`src/rtl/dmac_pkg.sv`:
```
package dmac_pkg;
   localparam int unsigned NREG  = 8;
   localparam int unsigned AW    = $clog2(NREG);

   localparam logic [AW-1:0] OFS_CMD  = 3'd0;
   localparam logic [AW-1:0] OFS_SCNT = 3'd1;
   localparam logic [AW-1:0] OFS_SADR = 3'd2;
   localparam logic [AW-1:0] OFS_WCNT = 3'd3;
   localparam logic [AW-1:0] OFS_WADR = 3'd4;
   localparam logic [AW-1:0] OFS_STAT = 3'd5;
   localparam logic [AW-1:0] OFS_SLST = 3'd6;
   localparam logic [AW-1:0] OFS_WLST = 3'd7;

   localparam int unsigned CMD_W   = 8;
   localparam int unsigned CMD_DIR = 7;

   localparam int unsigned ST_W    = 6;
   localparam int unsigned ST_DONE = 3;
   localparam int unsigned ST_IRQ  = 4;
   localparam logic [ST_W-1:0] ST_CLRABLE = 6'b001110;

   typedef enum logic [1:0] {
      ACT_IDLE  = 2'd0,
      ACT_BLAST = 2'd1,
      ACT_ABORT = 2'd2,
      ACT_START = 2'd3
   } act_e;

   typedef struct packed {
      logic idle;
      logic blast;
      logic abort;
      logic start;
   } act_pulse_t;
endpackage

```
`src/rtl/dmac_cmd_decode.sv`:
```
module dmac_cmd_decode
   import dmac_pkg::*;
(
   input  logic       wr_cmd,
   input  logic [1:0] code,
   output act_pulse_t act
);
   always_comb begin
      act = '0;
      if (wr_cmd) begin
         unique case (act_e'(code))
            ACT_IDLE:  act.idle  = 1'b1;
            ACT_BLAST: act.blast = 1'b1;
            ACT_ABORT: act.abort = 1'b1;
            ACT_START: act.start = 1'b1;
         endcase
      end
   end
endmodule

```
`src/rtl/dmac_burst.sv`:
```
module dmac_burst #(
   parameter int unsigned DW = 32
) (
   input  logic          req,
   input  logic          dir,
   input  logic          cmd_dir,
   input  logic [DW-1:0] len,
   input  logic [DW-1:0] wcnt,
   output logic [DW-1:0] grant,
   output logic          fire
);
   logic          dir_ok;
   logic [DW-1:0] clipped;

   assign dir_ok  = req && (dir == cmd_dir);
   assign clipped = (len > wcnt) ? wcnt : len;
   assign grant   = dir_ok ? clipped : '0;
   assign fire    = dir_ok;
endmodule

```
`src/rtl/dmac_status.sv`:
```
module dmac_status
   import dmac_pkg::*;
(
   input  logic            clk,
   input  logic            rst_n,
   input  logic            start,
   input  logic            done_set,
   input  logic [ST_W-1:0] clr_mask,
   output logic [ST_W-1:0] st_q
);
   logic [ST_W-1:0] set_mask;

   assign set_mask = done_set ? ST_W'(1 << ST_DONE) : '0;

   always_ff @(posedge clk) begin
      if (!rst_n)     st_q <= '0;
      else if (start) st_q <= '0;
      else            st_q <= (st_q & ~clr_mask) | set_mask;
   end
endmodule

```
`src/rtl/dma_chan_regs.sv`:
```
module dma_chan_regs
   import dmac_pkg::*;
#(
   parameter int unsigned DW = 32
) (
   input  logic          clk,
   input  logic          rst_n,
   input  logic          reg_wr,
   input  logic          reg_rd,
   input  logic [2:0]    reg_addr,
   input  logic [DW-1:0] reg_wdata,
   output logic [DW-1:0] reg_rdata,
   input  logic          clr_on_read,
   input  logic          core_irq,
   input  logic          cmd_done,
   input  logic          xfer_req,
   input  logic          xfer_dir,
   input  logic [DW-1:0] xfer_len,
   output logic [DW-1:0] xfer_grant,
   output logic          dma_en,
   output logic          abort_req
);
   localparam logic [DW-1:0] WADR_RST = '1;
   localparam logic [DW-1:0] WLST_RST = ~DW'(2);

   if (DW < 16) begin : g_dw_check
      $error("dma_chan_regs: DW must be at least 16");
   end

   logic [CMD_W-1:0] cmd_q;
   logic [DW-1:0]    scnt_q, sadr_q, slst_q;
   logic [DW-1:0]    wcnt_q, wadr_q, wlst_q;
   logic [ST_W-1:0]  st_q;
   logic [ST_W-1:0]  clr_mask;
   logic             burst_fire;
   act_pulse_t       act;

   logic wr_cmd, wr_stat, rd_stat;
   assign wr_cmd  = reg_wr && (reg_addr == OFS_CMD);
   assign wr_stat = reg_wr && (reg_addr == OFS_STAT);
   assign rd_stat = reg_rd && (reg_addr == OFS_STAT);

   dmac_cmd_decode u_dec (
      .wr_cmd (wr_cmd),
      .code   (reg_wdata[1:0]),
      .act    (act)
   );

   dmac_burst #(.DW(DW)) u_burst (
      .req     (xfer_req),
      .dir     (xfer_dir),
      .cmd_dir (cmd_q[CMD_DIR]),
      .len     (xfer_len),
      .wcnt    (wcnt_q),
      .grant   (xfer_grant),
      .fire    (burst_fire)
   );

   always_comb begin
      clr_mask = '0;
      if (wr_stat && !clr_on_read)     clr_mask = reg_wdata[ST_W-1:0] & ST_CLRABLE;
      else if (rd_stat && clr_on_read) clr_mask = ST_CLRABLE;
   end

   dmac_status u_stat (
      .clk      (clk),
      .rst_n    (rst_n),
      .start    (act.start),
      .done_set (cmd_done),
      .clr_mask (clr_mask),
      .st_q     (st_q)
   );

   // programmed registers
   always_ff @(posedge clk) begin
      if (!rst_n) begin
         cmd_q  <= '0;
         scnt_q <= '0;
         sadr_q <= '0;
         slst_q <= '0;
      end else if (reg_wr) begin
         unique case (reg_addr)
            OFS_CMD:  cmd_q  <= reg_wdata[CMD_W-1:0];
            OFS_SCNT: scnt_q <= reg_wdata;
            OFS_SADR: sadr_q <= reg_wdata;
            OFS_SLST: slst_q <= reg_wdata;
            default:  ;
         endcase
      end
   end

   // working registers: start > complete > burst
   always_ff @(posedge clk) begin
      if (!rst_n) begin
         wcnt_q <= '0;
         wadr_q <= WADR_RST;
         wlst_q <= WLST_RST;
      end else if (act.start) begin
         wcnt_q <= scnt_q;
         wadr_q <= sadr_q;
         wlst_q <= slst_q;
      end else begin
         if (cmd_done)        wcnt_q <= '0;
         else if (burst_fire) wcnt_q <= wcnt_q - xfer_grant;
         if (burst_fire)      wadr_q <= wadr_q + xfer_grant;
      end
   end

   always_ff @(posedge clk) begin
      if (!rst_n) begin
         dma_en    <= 1'b0;
         abort_req <= 1'b0;
      end else begin
         abort_req <= act.abort;
         if (act.start)     dma_en <= 1'b1;
         else if (act.idle) dma_en <= 1'b0;
      end
   end

   always_comb begin
      unique case (reg_addr)
         OFS_CMD:  reg_rdata = DW'(cmd_q);
         OFS_SCNT: reg_rdata = scnt_q;
         OFS_SADR: reg_rdata = sadr_q;
         OFS_WCNT: reg_rdata = wcnt_q;
         OFS_WADR: reg_rdata = wadr_q;
         OFS_STAT: reg_rdata = DW'(st_q | (core_irq ? ST_W'(1 << ST_IRQ) : '0));
         OFS_SLST: reg_rdata = slst_q;
         default:  reg_rdata = wlst_q;
      endcase
   end
endmodule

```
`config.mk`:
```
export PLATFORM = sky130hd
export DESIGN_NAME = dma_chan_regs
export DESIGN_NICKNAME = d
export VERILOG_FILES = /design/src/rtl/dmac_pkg.sv /design/src/rtl/dmac_cmd_decode.sv /design/src/rtl/dmac_burst.sv /design/src/rtl/dmac_status.sv /design/src/rtl/dma_chan_regs.sv
export SDC_FILE = /design/constraint.sdc
export NUM_CORES = 1
export LEC_CHECK = 0
export CORE_MARGIN = 2
export CORE_UTILIZATION = 50
export DETAILED_ROUTE_END_ITERATION = 12
export PLACE_DENSITY = 0.72
export SKIP_LAST_GASP = 1
export SYNTH_ARGS = -nofsm -noshare
export SYNTH_HDL_FRONTEND = slang
export SYNTH_SLANG_ARGS = --single-unit
```
`constraint.sdc`:
```
create_clock -name clk -period 5.75 [get_ports clk]
set_input_delay 0.8625 -clock clk [delete_from_list [all_inputs] [get_ports clk]]
set_output_delay 0.8625 -clock clk [all_outputs]
set_load 0.005 [all_outputs]
```
==> flow_summary.yaml <==
floorplan:
  dieArea_mm2: 0.02934
  rows: 61
  start_util: 0.5051
  fp.coreArea_mm2: 0.02771
  die_y_um: 171.3
  io_pins: 142
  die_x_um: 171.3
routing:
  dr.pass1.iters: 5
  wl_per_cell_um: 19.84
  drc_errors: 0
  ant_nets: 0
  via_count: 14651
  drt-initial-drc-count: 1713
  vias_per_cell: 5.832
  routed_wl_mm: 49.83
synthesis:
  yosys-top-cells-area: "dfxtp_1 (29%), nand2_1 (11%), ha_1 (9.1%), a21boi_0 (5.7%), o21ai_0 (3.9%)"
  async_flop_share: 0
  synthCells: 1846
  ys_types: 73
  yosysTopAreaCell: "dfxtp_1"
  syn_avg_cell_area_um2: 7.581
  syn-num-nets: 2026
  synth-seq-cells: 205
  ys_seq_area_frac: 0.2932
  netlist.area_leader.share: 0.2932
  synth_flop_cell: "dfxtp_1"
  yosys_warnings: 0
  synth_area_mm2: 0.01399
  synth_edf_count: 0
sta:
  finalSetupViolations: 0
  drv_slew: 0
  setup_ws_ns: 0.3136
  post-route-period-util: 0.9455
  fin_crit_ns: 5.436
  skew_ns: 0.007467
  hold-worst-slack_ns: 0.4606
  hold_viol: 0
  maxSlewHeadroom: 0.2784
  fmax_mhz: 183.9
  tightestPinTransition_ns: 1.080
run:
  drv_cap: 0
global_routing:
  grt_max_degree: 111
  grt_pass1_wl_mm: 75.91
  antenna_found_initial: 0
  grt_use_total: 0.3332
  grt_pass1_vias: 13404
  globalRouteOverflowTotal: 0
placed_design:
  hpwlAfterDp_mm: 37.50
  gp_congestion: 0.9581
  place_ws_ns: -0.2160
  port_buffers: 141
cts:
  clk_latency_ns: 0.51
  holdBufCountCts: 0
  cts_root_buffer: "clkbuf_16"
  clk_pin_slew_ns: 0.06
  cts_sinks: 205
  cts_tree: "built"
  cts_inserted_buffers: 22
  cts_htree_levels: 1
  max-clock-path-buffers: 3
power:
  p_per_area_mw_per_mm2: 256.7
  total_leakage_power_uw: 0.007657
  ir_drop_mv: 0.1954
  p_total_uw: 4590
setup_path:
  cp_max_fo: 14
  crit_family: "compound AO/OA/AOI/OAI gates"
  critPathMaxStageDelay_ns: 0.43
  cp_slowest_cell: "clkdlybuf4s50_1"
  critPathBufInv: 4
  r2r-start: "wcnt_q[19]$_SDFFE_PN0P_"
  arrival_ns: 5.79
  critical_path_required_ns: 6.10
  worstPathCellList: "clkdlybuf4s50_1 -> ha_1 -> a21oi_1 -> o21ai_1 -> a221o_1 -> a2111oi_4 -> a22oi_2 -> buf_12 -> buf_4 -> mux2i_1 -> nand2b_1 -> inv_1 -> ha_1 -> a21o_1 -> a21oi_1 -> nor2_1 -> o21a_1 -> a311o_1 -> a211o_1 -> a21oi_1 -> xnor2_1 -> o211a_1 -> o21ai_1"
  start_kind: "input pin"
  crit_start: "xfer_len[19]"
  crit_type: "input pin to register"
  endpoint_kind: "register"
  critPathMostFrequentCell: "a21oi_1"
layout:
  drive_gt1_frac: 0.1359
  antennaDiodeCount: 0
  finish.utilization: 0.6454
  area_delta_synth_final_pct: 27.76
  final_nets: 2303
hold_path:
  hp-start: "u_stat.st_q[1]$_SDFF_PP0_"
  min_path_type: "register to register"
run_status:
  status: "finished, final reports clean"
-- cell type report --
cell class | count | area, um^2
tap | 378 | 473.0
clock inverter | 6 | 83.83
inverter | 81 | 304.0
multi-input combinational | 1449 | 9226
timing repair buffer | 364 | 3080
sequential | 205 | 4104
fill | 2456 | 9826
clock buffer | 29 | 608.1
-- logic make-up after synthesis --
group                      after synthesis  synth area share
xor gates and xnor gates                53           0.03317
DFF                                    205            0.2933
and+or+nand+nor                        681            0.2116
adders and majority gates              104           0.09405
muxes                                   63           0.05400
AOI/OAI and AO/OA                      548            0.2617
buffers and inverters                  192           0.05221
-- cell usage after synthesis (all sizes together), types with 5 or more instances --
cell	count
mux4	10
a2111oi	5
ha	102
xnor2	31
nor3	12
dfxtp	205
nand4	11
clkbuf	93
a22o	8
or3	8
o221ai	9
nor2	81
a31oi	12
and2	11
inv	80
nor2b	23
o22ai	6
nand2b	38
mux2i	53
a221o	6
o211ai	21
nand2	419
o21ai	135
buf	18
nand3	54
xor2	22
and3	10
a21oi	103
a22oi	28
o21bai	5
a211oi	10
a21o	28
a221oi	18
o21a	13
a21boi	108
-- what timing repair did --
| item | CTS | global route |
|---|---|---|
| gates resized for setup | 0 | 7 |
| setup endpoints to repair | 0 | 6 |
| buffers inserted | 0 | 0 |
-- stage by stage --
step                setup TNS [ns]  cell area, um^2  std cells
detailed placement          -2.208            17140       2477
CTS                              0            17830       2512
global route              -0.03535            17880       2512
floorplan                        0            13990       1846
global placement            -1.150            17140       2477
finish                           0            17880       2512
-- report_power, final --
part / internal, uW / total [uW] / switching [uW]
Clock: 829 / 1410 / 577
Sequential: 1480 / 1560 / 82.8
Combinational: 789 / 1620 / 834
-- tightest hold or removal path, cell delays in order (launching register included) --
cell and delay, ns:
dfxtp_1 0.31, o21ai_0 0.07, nor2_1 0.04
-- sequential cells by signal, summed over array words and instances, names as in the netlist --
register and flops:
sadr_q 32, scnt_q 32, slst_q 32, wadr_q 32, wcnt_q 32, wlst_q 32
cmd_q 8, u_stat.st_q 3, abort_req 1, dma_en 1
-- metal layers --
metal	up-vias	wire length (um)	global-route usage	part of all wire
li1	7049	-	-	-
met1	6870	23740	0.5221	0.48
met5	-	0	0	0
met2	690	19870	0.4749	0.40
met4	0	608	0.05380	0.012
met3	42	5617	0.06213	0.11
-- final timing paths --
kind,endpoint,slack (ns),cells after the start
worst min-delay path,u_stat.st_q[1]$_SDFF_PP0_,0.46,2
worst max register to register,wadr_q[22]$_SDFFE_PN1P_,0.47,23
worst min register to register,u_stat.st_q[1]$_SDFF_PP0_,0.46,2
worst max-delay path,wadr_q[22]$_SDFFE_PN1P_,0.31,23
-- placed cells by master, fill, tap and decap left out, types with 31 or more instances in the layout --
master / instances
inv_1: 80
dfxtp_1: 205
xnor2_1: 31
a21boi_0: 106
o21ai_0: 108
buf_4: 223
nor2_1: 78
clkdlybuf4s50_1: 137
mux2i_1: 53
nand2b_1: 38
nand2_1: 417
nand3_1: 54
ha_1: 102
a21oi_1: 100
Power figures use the tool's default switching activity.
